[config.mk]
export PLATFORM = sky130hd
export DESIGN_NAME = idx_fetch_agu
export DESIGN_NICKNAME = d
export VERILOG_FILES = /design/src/rtl/idx_fetch_pkg.sv /design/src/rtl/idx_fetch_ctrl.sv /design/src/rtl/idx_fetch_dp.sv /design/src/rtl/idx_fetch_agu.sv
export SDC_FILE = /design/constraint.sdc
export NUM_CORES = 1
export LEC_CHECK = 0
export BUFFER_PORTS_ARGS = -buffer_cell sky130_fd_sc_hd__buf_4
export CORE_MARGIN = 2
export CORE_UTILIZATION = 53
export CTS_CLUSTER_DIAMETER = 100
export DETAILED_ROUTE_END_ITERATION = 8
export GPL_ROUTABILITY_DRIVEN = 0
export MAX_ROUTING_LAYER = met4
export PLACE_DENSITY = 0.8
export SYNTH_ARGS = -nofsm -noshare
export SYNTH_HDL_FRONTEND = slang
export SYNTH_SLANG_ARGS = --single-unit
[constraint.sdc]
create_clock -name clk -period 2.5 [get_ports clk]
set_clock_uncertainty 0.1 [all_clocks]
set_input_delay 0.625 -clock clk [delete_from_list [all_inputs] [get_ports clk]]
set_output_delay 0.625 -clock clk [all_outputs]
set_load 0.005 [all_outputs]
[src/rtl/idx_fetch_pkg.sv]
package idx_fetch_pkg;
  localparam int WORD_W = 20;
  localparam int ADDR_W = 13;
  localparam int OP_W   = 5;
  localparam int SEL_W  = 2;

  typedef enum logic [2:0] {
    S_IDLE, S_FETCH, S_LATCH, S_INDEX, S_DONE
  } fetchState_t;

  typedef struct packed {
    logic pcLoadJump;
    logic pcIncr;
    logic fetchRd;
    logic irLoad;
    logic indexRd;
    logic effLoadDirect;
    logic effLoadIndexed;
  } fetchStrobes_t;
endpackage

[src/rtl/idx_fetch_ctrl.sv]
module idx_fetch_ctrl
  import idx_fetch_pkg::*;
#(
  parameter int SEL_W_P = SEL_W
) (
  input  logic               clk,
  input  logic               rstN,
  input  logic               start,
  input  logic               jumpEn,
  input  logic [SEL_W_P-1:0] incomingSel,
  output fetchStrobes_t      strobes,
  output logic               done
);
  fetchState_t state, stateNext;

  always_ff @(posedge clk) begin
    if (!rstN) state <= S_IDLE;
    else       state <= stateNext;
  end

  always_comb begin
    stateNext = state;
    strobes   = '0;
    unique case (state)
      S_IDLE: begin
        if (start) begin
          strobes.pcLoadJump = jumpEn;
          stateNext = S_FETCH;
        end
      end
      S_FETCH: begin
        strobes.fetchRd = 1'b1;
        strobes.pcIncr  = 1'b1;
        stateNext = S_LATCH;
      end
      S_LATCH: begin
        strobes.irLoad = 1'b1;
        if (incomingSel != '0) begin
          strobes.indexRd = 1'b1;
          stateNext = S_INDEX;
        end else begin
          strobes.effLoadDirect = 1'b1;
          stateNext = S_DONE;
        end
      end
      S_INDEX: begin
        strobes.effLoadIndexed = 1'b1;
        stateNext = S_DONE;
      end
      S_DONE:  stateNext = S_IDLE;
      default: stateNext = S_IDLE;
    endcase
  end

  assign done = (state == S_DONE);

  assert_done_pulse_R8: assert property (@(posedge clk) disable iff (!rstN)
    done |=> !done);

  assert_busy_start_ignored_R9: assert property (@(posedge clk) disable iff (!rstN)
    (state != S_IDLE && start) |=> state != S_FETCH);

  assert_index_one_extra_R5: assert property (@(posedge clk) disable iff (!rstN)
    (state == S_INDEX) |-> ($past(state) == S_LATCH && $past(strobes.indexRd)));

  assert_read_cycles_R10: assert property (@(posedge clk) disable iff (!rstN)
    $onehot0({strobes.fetchRd, strobes.indexRd}));
endmodule

[src/rtl/idx_fetch_dp.sv]
module idx_fetch_dp
  import idx_fetch_pkg::*;
#(
  parameter int WORD_W_P = WORD_W,
  parameter int ADDR_W_P = ADDR_W,
  parameter int OP_W_P   = OP_W,
  parameter int SEL_W_P  = SEL_W,
  parameter logic [ADDR_W_P-1:0] RESET_PC = 16
) (
  input  logic                clk,
  input  logic                rstN,
  input  fetchStrobes_t       strobes,
  input  logic [WORD_W_P-1:0] memRdData,
  output logic [SEL_W_P-1:0]  incomingSel,
  output logic                memRdEn,
  output logic [ADDR_W_P-1:0] memAddr,
  output logic [OP_W_P-1:0]   opcode,
  output logic [ADDR_W_P-1:0] effAddr,
  output logic [ADDR_W_P-1:0] pcOut
);
  localparam int OP_LSB  = WORD_W_P - OP_W_P;
  localparam int SEL_LSB = OP_LSB - SEL_W_P;
  localparam int PAD_W   = ADDR_W_P - SEL_W_P;

  logic [ADDR_W_P-1:0] pc, fieldReg, idxLow, incomingField;
  logic [OP_W_P-1:0]   opReg;

  assign incomingSel   = memRdData[OP_LSB-1:SEL_LSB];
  assign incomingField = memRdData[ADDR_W_P-1:0];
  assign idxLow        = memRdData[ADDR_W_P-1:0];

  generate
    if (SEL_LSB > ADDR_W_P) begin : g_spare
      logic spareUnused;
      assign spareUnused = ^memRdData[SEL_LSB-1:ADDR_W_P];
    end
  endgenerate

  always_ff @(posedge clk) begin
    if (!rstN) begin
      pc       <= RESET_PC;
      opReg    <= '0;
      fieldReg <= '0;
      effAddr  <= '0;
    end else begin
      if (strobes.pcLoadJump)  pc <= fieldReg;
      else if (strobes.pcIncr) pc <= pc + 1'b1;
      if (strobes.irLoad) begin
        opReg    <= memRdData[WORD_W_P-1:OP_LSB];
        fieldReg <= incomingField;
      end
      if (strobes.effLoadDirect)       effAddr <= incomingField;
      else if (strobes.effLoadIndexed) effAddr <= fieldReg + idxLow;
    end
  end

  always_comb begin
    memAddr = '0;
    if (strobes.fetchRd)      memAddr = pc;
    else if (strobes.indexRd) memAddr = {{PAD_W{1'b0}}, incomingSel};
  end

  assign memRdEn = strobes.fetchRd | strobes.indexRd;
  assign opcode  = opReg;
  assign pcOut   = pc;

  assert_pc_step_R6: assert property (@(posedge clk) disable iff (!rstN)
    $past(strobes.pcIncr) |-> pc == $past(pc) + 1'b1);

  assert_jump_load_R7: assert property (@(posedge clk) disable iff (!rstN)
    $past(strobes.pcLoadJump) |-> pc == $past(fieldReg));

  assert_index_addr_R4: assert property (@(posedge clk) disable iff (!rstN)
    strobes.indexRd |-> (memAddr != '0 && memAddr <= ADDR_W_P'(3)));

  assert_hold_outputs_R8: assert property (@(posedge clk) disable iff (!rstN)
    (!$past(strobes.irLoad) && !$past(strobes.effLoadIndexed) && !$past(strobes.effLoadDirect))
      |-> ($stable(effAddr) && $stable(opcode)));
endmodule

[src/rtl/idx_fetch_agu.sv]
module idx_fetch_agu
  import idx_fetch_pkg::*;
#(
  parameter logic [ADDR_W-1:0] RESET_PC = 16
) (
  input  logic              clk,
  input  logic              rstN,
  input  logic              start,
  input  logic              jumpEn,
  output logic              memRdEn,
  output logic [ADDR_W-1:0] memAddr,
  input  logic [WORD_W-1:0] memRdData,
  output logic [OP_W-1:0]   opcode,
  output logic [ADDR_W-1:0] effAddr,
  output logic              done,
  output logic [ADDR_W-1:0] pcOut
);
  fetchStrobes_t      strobes;
  logic [SEL_W-1:0]   incomingSel;

  idx_fetch_ctrl #(.SEL_W_P(SEL_W)) u_ctrl (
    .clk(clk), .rstN(rstN), .start(start), .jumpEn(jumpEn),
    .incomingSel(incomingSel), .strobes(strobes), .done(done)
  );

  idx_fetch_dp #(
    .WORD_W_P(WORD_W), .ADDR_W_P(ADDR_W), .OP_W_P(OP_W), .SEL_W_P(SEL_W),
    .RESET_PC(RESET_PC)
  ) u_dp (
    .clk(clk), .rstN(rstN), .strobes(strobes), .memRdData(memRdData),
    .incomingSel(incomingSel), .memRdEn(memRdEn), .memAddr(memAddr),
    .opcode(opcode), .effAddr(effAddr), .pcOut(pcOut)
  );
endmodule

==> impl_metrics.py, run 1 <==
metrics = {
    "detailed_routing": {
        "wl_per_cell_um": 15.1,
        "finalWirelength_um": 7440,
        "drc_errors": 0,
        "postRouteAntennaNets": 0,
        "viasPerCell": 5.85,
        "drtPass1Iterations": 5,
        "drt_iter0_markers": 193,
        "vias": 2886,
    },
    "synth": {
        "async_reset_ff_share_pct": 0,
        "synth_ff_type": "dfxtp_1",
        "synth-seq-cells": 47,
        "syn_inst": 352,
        "yosys.area.top_type": "dfxtp_1",
        "synth_common_cells": "nand2_1, dfxtp_1, a21oi_1",
        "synth_warnings": 0,
        "synth_top_area_share_pct": 34.0,
        "synth_area_leaders": "dfxtp_1, nand2_1, a21oi_1, ha_1, nor2_1",
        "yosys.cell_count.top_type": "nand2_1",
        "seq_area_frac_synth_pct": 34.0,
        "synth_edf_count": 0,
        "synth.distinct_cells": 57,
        "syn_nets": 390,
        "syn_area_um2": 2770,
        "avgSynthCellArea_um2": 7.86,
    },
    "floorplanning": {
        "dieArea_um2": 5820,
        "num_io_pins": 70,
        "fp.dieW_um": 76.3,
        "die_h_um": 76.3,
        "initial_core_util_pct": 54.5,
        "placementRows": 26,
        "core_area_um2": 5070,
    },
    "setup_path": {
        "cp_max_fo": 5,
        "crit_arrival_ns": 2.42,
        "crit_chain": "buf_4 -> ha_1 -> fa_1 -> a211oi_1 -> o21ai_1 -> a41oi_1 -> xor2_1 -> a21oi_1",
        "worst_path_dominant_cell_family": "compound AO/OA/AOI/OAI gates",
        "required_ns": 2.57,
        "crit_type": "in -> reg",
        "crit_path_start_kind": "input pin",
        "endpoint_kind": "flop",
        "max_stage_delay_ns": 0.43,
        "crit_slowest_cell": "fa_1",
        "path_buf_inv": 1,
    },
    "hold_path": {
        "hold_path_class": "reg -> reg",
    },
    "global_route": {
        "grt_overflow": 0,
        "antenna_found_initial": 0,
        "grt_pass1_vias": 2488,
        "grt_pass1_wl_um": 12100,
        "grt_use_total_pct": 26.1,
        "grt_start_max_net_pins": 27,
    },
    "sta": {
        "post-route-period-util_pct": 93.9,
        "max_freq_ghz": 0.426,
        "relSlewSlack_pct": 66.4,
        "maxSlewViolCount": 0,
        "holdWs_ns": 0.361,
        "finalHoldViolCount": 0,
        "setup_viol": 0,
        "worstMarginPinSlew_ns": 0.505,
        "min_period_ns": 2.35,
        "grt_setup_unrepaired": "false",
    },
    "placement": {
        "port_buffers": 69,
        "dpl.cell_count": 484,
        "dp_hpwl_um": 5580,
    },
    "clock_tree": {
        "htree_num_levels": 2,
        "path_clk_slew_ns": 0.09,
        "hold_buffers": 0,
        "cts.path.max_buffers": 2,
        "tritoncts": "yes",
        "cts_sinks": 47,
        "cts-root-buf": "clkbuf_8",
        "clk_latency_ns": 0.30,
        "numCtsBuffers": 5,
    },
    "power": {
        "ir_drop_uv": 289,
        "power_density_nw_per_um2": 522,
        "leakage_nw": 1.47,
    },
    "status": {
        "status": "finished, final reports clean",
    },
    "finish": {
        "drive_gt1_share_pct": 23.9,
        "nNetsFinal": 460,
        "stdcell_count": 493,
        "diodes": 0,
        "area_delta_synth_final_pct": 27.4,
    },
    "run": {
        "maxCapViolations": 0,
    },
}
==> routing by layer <==
layer  part of all wire (%)  vias to the layer above  GRT usage [%]
met1                     44                     1340           33.9
met3                    6.1                       10           3.91
met4                    1.7                        0           7.64
met2                     48                      109           42.3
met5                      0                        -              -
li1                       -                     1427              -
==> cell families after synthesis <==
group                      Yosys count  synth area share (%)
adders and majority gates           14                  6.60
and+or+nand+nor                    143                  25.5
buffers and inverters               26                  4.52
DFF                                 47                  34.0
xor gates and xnor gates             8                  2.53
AOI/OAI and AO/OA                  111                  25.8
muxes                                3                  1.09
==> placed cells by master, fill, tap and decap left out, types with 4 or more instances in the layout <==
cell	instances
a22oi_1	10
dfxtp_1	46
o21ai_0	15
nand4_1	4
and3_1	7
a22o_1	4
and2_1	7
ha_1	13
nand3_1	5
nor2_1	33
a221oi_1	4
inv_1	5
o21ai_1	5
nor3_1	10
a211oi_1	8
a21o_1	4
clkbuf_8	5
xnor2_1	6
buf_4	82
nand2_1	57
a21oi_1	40
==> area by class of cell <==
type                    instances  area (µm²)
well taps                      70        87.6
repair buffers                 83         636
multi-input cells             279        1710
flip-flops and latches         47         942
inverters                       6        22.5
clock inverters                 2        60.1
clock buffers                   6        72.6
fillers                       448        1550
==> registers in the layout, summed over array words and instances, names as in the netlist <==
name / flops
u_dp.fieldReg: 13
u_ctrl.state: 3
u_dp.pcOut: 13
u_dp.opcode: 5
u_dp.effAddr: 13
==> through the flow <==
| stage | power, W | setup WS [ns] | TNS [ns] | util, % | instance area, µm² |
|---|---|---|---|---|---|
| floorplan | 0.00104 | 0.142 | 0 | - | 2770 |
| global placement | 0.00118 | -0.0970 | -0.180 | 66.5 | 3370 |
| detailed placement | 0.00118 | -0.112 | -0.255 | 66.5 | 3370 |
| CTS | 0.00184 | 0.0525 | 0 | 69.1 | 3510 |
| global route | 0.00192 | 0.0259 | 0 | 69.5 | 3530 |
| finish | 0.00184 | 0.153 | 0 | 69.5 | 3530 |
==> power by group <==
| group | internal (W) | leakage (nW) | switching [W] |
|---|---|---|---|
| Sequential | 0.000781 | 0.381 | 0.0000373 |
| Combinational | 0.000168 | 1.03 | 0.000192 |
| Clock | 0.000400 | 0.0654 | 0.000262 |
| Total | 0.00135 | 1.47 | 0.000492 |
==> timing repair <==
| action | 4_1_cts | 5_1_grt |
|---|---|---|
| hold endpoints to repair | 0 | 0 |
| setup endpoints to repair | 0 | 13 |
| resized for setup | 0 | 1 |
| buffers inserted | 0 | 1 |
==> worst paths after layout <==
check,from,endpoint,slack [ns],cells past startpoint
worst min register to register,u_dp.opcode[1]$_SDFFE_PN0N_,u_dp.opcode[1]$_SDFFE_PN0N_,0.36,2
worst max register to register,u_dp.fieldReg[0]$_SDFFE_PN0N_,u_dp.effAddr[8]$_SDFFE_PN0N_,0.26,7
worst max-delay path,memRdData[0],u_dp.effAddr[8]$_SDFFE_PN0N_,0.15,8
worst min-delay path,u_dp.opcode[1]$_SDFFE_PN0N_,u_dp.opcode[1]$_SDFFE_PN0N_,0.36,2
==> tightest hold or removal path, stage by stage (launching register included) <==
cell and delay (ns):
dfxtp_1 0.32, nand2_1 0.05, a21oi_1 0.05
Note: power is estimated with default switching activity, not from simulation.
==> run 2: changes to the inputs <==
--- a/config.mk
+++ b/config.mk
@@ -7,12 +7,13 @@
 export LEC_CHECK = 0
 export BUFFER_PORTS_ARGS = -buffer_cell sky130_fd_sc_hd__buf_4
 export CORE_MARGIN = 2
-export CORE_UTILIZATION = 53
+export CORE_UTILIZATION = 48
 export CTS_CLUSTER_DIAMETER = 100
 export DETAILED_ROUTE_END_ITERATION = 8
 export GPL_ROUTABILITY_DRIVEN = 0
 export MAX_ROUTING_LAYER = met4
-export PLACE_DENSITY = 0.8
+export PLACE_DENSITY = 0.76
+export RECOVER_POWER = 100
 export SYNTH_ARGS = -nofsm -noshare
 export SYNTH_HDL_FRONTEND = slang
 export SYNTH_SLANG_ARGS = --single-unit
==> constraint.sdc (replaced) <==
create_clock -name clk -period 2 [get_ports clk]
set_clock_uncertainty 0.1 [all_clocks]
set_input_delay 0.5 -clock clk [delete_from_list [all_inputs] [get_ports clk]]
set_output_delay 0.5 -clock clk [all_outputs]
set_load 0.005 [all_outputs]
==> impl_metrics.py, run 2 (same netlist as run 1, synthesis figures left out) <==
metrics = {
    "global_route": {
        "grt_use_total_pct": 28.7,
        "antenna_found_initial": 0,
        "grt_overflow": 0,
        "grt_pass1_wl_um": 14100,
        "grt_pass1_vias": 3032,
        "grt_start_max_net_pins": 24,
    },
    "sta": {
        "worstMarginPinSlew_ns": 0.558,
        "fin_ws_ns": -0.0167,
        "holdWs_ns": 0.350,
        "min_period_ns": 2.02,
        "post-route-period-util_pct": 101,
        "maxSlewViolCount": 0,
        "max_freq_ghz": 0.496,
        "relSlewSlack_pct": 62.8,
        "grt_setup_unrepaired": "true",
        "finalHoldViolCount": 0,
        "setup_viol": 6,
    },
    "finish": {
        "nNetsFinal": 510,
        "area_delta_synth_final_pct": 41.7,
        "drive_gt1_share_pct": 34.5,
        "layout_common_cells": "buf_4, nand2_1, dfxtp_1",
        "fin_area_um2": 3920,
        "fill_cells": 461,
        "diodes": 0,
        "layout_commonest_cell": "buf_4",
    },
    "clock_tree": {
        "cts-root-buf": "clkbuf_8",
        "cts.path.max_buffers": 2,
        "htree_num_levels": 2,
        "tritoncts": "yes",
        "hold_buffers": 0,
        "cts_sinks": 47,
        "path_clk_slew_ns": 0.08,
        "clk_latency_ns": 0.30,
        "numCtsBuffers": 5,
    },
    "detailed_routing": {
        "met1Wirelength_um": 3630,
        "drc_errors": 0,
        "highest_layer": "met4",
        "vias": 3186,
        "postRouteAntennaNets": 0,
        "finalWirelength_um": 8700,
        "wl_met3_um": 575,
        "drt_iter0_markers": 210,
        "viasPerCell": 5.86,
        "drtPass1Iterations": 5,
        "wl_met2_um": 4210,
        "wl_per_cell_um": 16.0,
    },
    "floorplanning": {
        "dieArea_um2": 6390,
        "fp.dieW_um": 79.9,
        "placementRows": 27,
        "initial_core_util_pct": 50.0,
        "num_io_pins": 70,
        "die_h_um": 79.9,
        "core_area_um2": 5540,
    },
    "hold_path": {
        "holdCritStartpoint": "memRdData[15]",
        "hold_path_class": "in -> reg",
    },
    "power": {
        "power_density_nw_per_um2": 550,
        "pwr-share-clk_pct": 26.9,
        "pwr-share-seq_pct": 47.1,
        "p_total_w": 0.00216,
        "switchingPower_w": 0.000634,
        "p_int_w": 0.00152,
        "leakage_nw": 1.69,
        "ir_drop_uv": 384,
        "power_frac_comb_pct": 25.9,
        "swShare_pct": 29.4,
    },
    "setup_path": {
        "crit_path_start_kind": "flop",
        "rrSetupSlack_ns": 0.04,
        "crit_type": "reg -> out",
        "endpoint_kind": "output port",
        "required_ns": 1.40,
        "cp_max_fo": 5,
        "reg2reg_from": "u_dp.fieldReg[7]$_SDFFE_PN0N_",
        "critPathLaunch": "u_ctrl.state[2]$_SDFFE_PN0P_",
        "crit_arrival_ns": 1.42,
    },
    "status": {
        "failed_checks": "setup timing",
        "status": "finished, violations left",
    },
    "placement": {
        "dp_hpwl_um": 6430,
        "place_ws_ns": -0.343,
        "port_buffers": 69,
        "place_area_um2": 3680,
    },
    "run": {
        "maxCapViolations": 0,
    },
}
## run 2: changes by cell type in the layout (fill, tap and decap cells not counted), sizes merged
cell / previous run / this run
clkinv: 1 / 2
bufinv: 2 / 0
clkbuf: 6 / 46
buf: 83 / 93
## run 2: critical path: stages, from the launching register on
cell and delay, ns:
dfxtp_4 0.37, buf_6 0.12, nor3b_4 0.23, buf_6 0.15, a22o_1 0.14, buf_4 0.10
## run 2: path summary, 6_finish.rpt
check | to | depth (start not counted)
worst max-delay path | memAddr[1] | 5
worst min-delay path | u_dp.opcode[0]$_SDFFE_PN0N_ | 3
worst min register to register | u_dp.opcode[3]$_SDFFE_PN0N_ | 2
worst max register to register | u_dp.effAddr[12]$_SDFFE_PN0N_ | 6
## run 2: repair_timing
item / in CTS / in global routing
buffers inserted: 10 / 2
resized for setup: 22 / 12
hold endpoints to repair: 0 / 0
endpoints found under the setup margin: 16 / 21
gates cloned: 1 / 0
pin swaps: 7 / 6
## run 2: power by group through the flow
stage	logic, W	registers [W]	clock network [W]
after global routing	0.000612	0.00102	0.000628
after floorplan	0.000277	0.00103	0
final	0.000560	0.00102	0.000581
after global placement	0.000501	0.00104	0
after detailed placement	0.000511	0.00104	0
after CTS	0.000553	0.00102	0.000596
## run 2: final cells by class
class | instances | area, µm² | area share [%]
repair buffers | 133 | 1010 | 25.7
clock buffers | 6 | 82.6 | 2.11
multi-input cells | 279 | 1760 | 45.0
inverters | 6 | 22.5 | 0.574
clock inverters | 1 | 5.00 | 0.128
flip-flops and latches | 47 | 951 | 24.2
well taps | 72 | 90.1 | 2.30
## run 2: routing by layer
layer / vias up / global-route usage [%]
li1: 1525 / -
met3: 20 / 4.19
met2: 141 / 46.6
met1: 1500 / 35.5
met4: 0 / 12.7
met5: - / -
## run 2: metrics by stage
| step | util, % | TNS, ns | instances |
|---|---|---|---|
| after floorplan | - | -0.114 | 352 |
| final | 70.8 | -0.0666 | 544 |
| after global routing | 70.8 | -0.866 | 544 |
| after global placement | 66.5 | -1.54 | 524 |
| after CTS | 70.7 | -0.0988 | 542 |
| after detailed placement | 66.5 | -1.83 | 524 |
==> run 3: changes to the inputs <==
==> constraint.sdc (replaced) <==
create_clock -name clk -period 2 [get_ports clk]
set_clock_uncertainty 0.1 [all_clocks]
set_input_delay 0.4 -clock clk [delete_from_list [all_inputs] [get_ports clk]]
set_output_delay 0.4 -clock clk [all_outputs]
set_load 0.005 [all_outputs]
==> impl_metrics.py, run 3 (same netlist as run 1, synthesis figures left out) <==
metrics = {
    "status": {
        "status": "finished, final reports clean",
    },
    "detailed_routing": {
        "drtPass1Iterations": 5,
        "wl_per_cell_um": 15.9,
        "drc_errors": 0,
        "drt_iter0_markers": 232,
        "finalWirelength_um": 8460,
        "postRouteAntennaNets": 0,
        "vias": 3132,
        "viasPerCell": 5.90,
    },
    "hold_path": {
        "hold_path_class": "in -> reg",
    },
    "clock_tree": {
        "path_clk_slew_ns": 0.09,
        "tritoncts": "yes",
        "htree_num_levels": 2,
        "cts-root-buf": "clkbuf_8",
        "cts.path.max_buffers": 2,
        "clk_latency_ns": 0.30,
        "cts_sinks": 47,
        "numCtsBuffers": 5,
    },
    "sta": {
        "relSlewSlack_pct": 74.0,
        "worstMarginPinSlew_ns": 0.387,
        "finalHoldViolCount": 0,
        "maxSlewViolCount": 0,
        "grt_setup_unrepaired": "true",
        "setup_viol": 0,
        "post-route-period-util_pct": 99.5,
        "min_period_ns": 1.99,
        "fin_ws_ns": 0.0109,
        "max_freq_ghz": 0.503,
    },
    "setup_path": {
        "endpoint_kind": "flop",
        "crit_type": "reg -> reg",
        "crit_arrival_ns": 2.07,
        "crit_path_start_kind": "flop",
        "rrSetupSlack_ns": 0.01,
        "required_ns": 2.08,
        "cp_max_fo": 4,
    },
    "finish": {
        "layout_commonest_cell": "buf_4",
        "diodes": 0,
        "fill_cells": 466,
        "drive_gt1_share_pct": 33.6,
        "area_delta_synth_final_pct": 39.3,
        "layout_common_cells": "buf_4, nand2_1, dfxtp_1",
        "nNetsFinal": 496,
    },
    "power": {
        "ir_drop_uv": 334,
        "p_total_w": 0.00229,
        "power_density_nw_per_um2": 594,
        "leakage_nw": 1.66,
    },
    "floorplanning": {
        "dieArea_um2": 6390,
        "core_area_um2": 5540,
        "placementRows": 27,
        "die_h_um": 79.9,
        "fp.dieW_um": 79.9,
        "initial_core_util_pct": 50.0,
        "num_io_pins": 70,
    },
    "run": {
        "maxCapViolations": 0,
    },
    "global_route": {
        "grt_start_max_net_pins": 31,
        "grt_overflow": 0,
        "grt_use_total_pct": 27.6,
        "grt_pass1_wl_um": 13500,
        "antenna_found_initial": 0,
        "grt_pass1_vias": 2884,
    },
    "placement": {
        "dp_hpwl_um": 6140,
        "port_buffers": 69,
        "place_ws_ns": -0.250,
    },
}
-- run 3: cell count changes in the layout (fill, tap and decap cells not counted), sizes merged --
cell | previous run | this run
clkbuf | 46 | 6
buf | 93 | 119
bufinv | 0 | 1
-- run 3: worst paths after layout --
| kind | from | endpoint | cells after the start |
|---|---|---|---|
| worst max-delay path | u_dp.fieldReg[0]$_SDFFE_PN0N_ | u_dp.effAddr[12]$_SDFFE_PN0N_ | 7 |
| worst min-delay path | memRdData[16] | u_dp.opcode[1]$_SDFFE_PN0N_ | 3 |
| worst max register to register | u_dp.fieldReg[0]$_SDFFE_PN0N_ | u_dp.effAddr[12]$_SDFFE_PN0N_ | 7 |
| worst min register to register | u_dp.opcode[0]$_SDFFE_PN0N_ | u_dp.opcode[0]$_SDFFE_PN0N_ | 2 |
-- run 3: layout make-up --
| class | instances | area [µm²] | share of cell area [%] |
|---|---|---|---|
| clock buffer | 6 | 82.6 | 2.14 |
| clock inverter | 2 | 35.0 | 0.909 |
| inverter | 6 | 22.5 | 0.584 |
| multi-input combinational | 279 | 1780 | 46.3 |
| sequential | 47 | 945 | 24.5 |
| tap | 72 | 90.1 | 2.34 |
| timing repair buffer | 119 | 897 | 23.3 |
-- run 3: what timing repair did --
item	4_1_cts	5_1_grt
pin swaps	6	5
hold buffers	0	0
buffers inserted	4	1
gates resized for setup	8	10
endpoints found under the setup margin	18	10
-- run 3: power by group --
group	internal (W)	total [W]	leakage [nW]	switching, W
Clock	0.000405	0.000731	0.0612	0.000326
Sequential	0.000976	0.00102	0.382	0.0000426
Combinational	0.000263	0.000540	1.22	0.000277
Total	0.00164	0.00229	1.66	0.000646
-- run 3: stage by stage --
stage | TNS, ns | instances | area [µm²] | utilization (%) | hold slack, ns
after CTS | -0.0113 | 530 | 3810 | 68.8 | 0.235
after global routing | -0.196 | 531 | 3860 | 69.6 | 0.242
after floorplan | 0 | 352 | 2790 | - | 0.349
final | 0 | 531 | 3860 | 69.6 | 0.240
after detailed placement | -0.963 | 518 | 3640 | 65.7 | 0.348
after global placement | -0.773 | 518 | 3640 | 65.7 | 0.345
-- run 3: worst max-delay path, cell delays in order, from the launching register on --
cell and delay [ns]:
dfxtp_2 0.34, ha_4 0.16, fa_2 0.35, a211oi_2 0.22, o21ai_2 0.13, a221oi_2 0.33
or3_1 0.16, o211ai_1 0.08
-- run 3: metal layers --
layer,vias up,part of all wire (%),track usage [%]
met2,150,48,45.1
met3,28,7.6,4.98
li1,1499,-,-
met5,-,0,-
met4,0,3.4,11.2
met1,1455,41,33.7
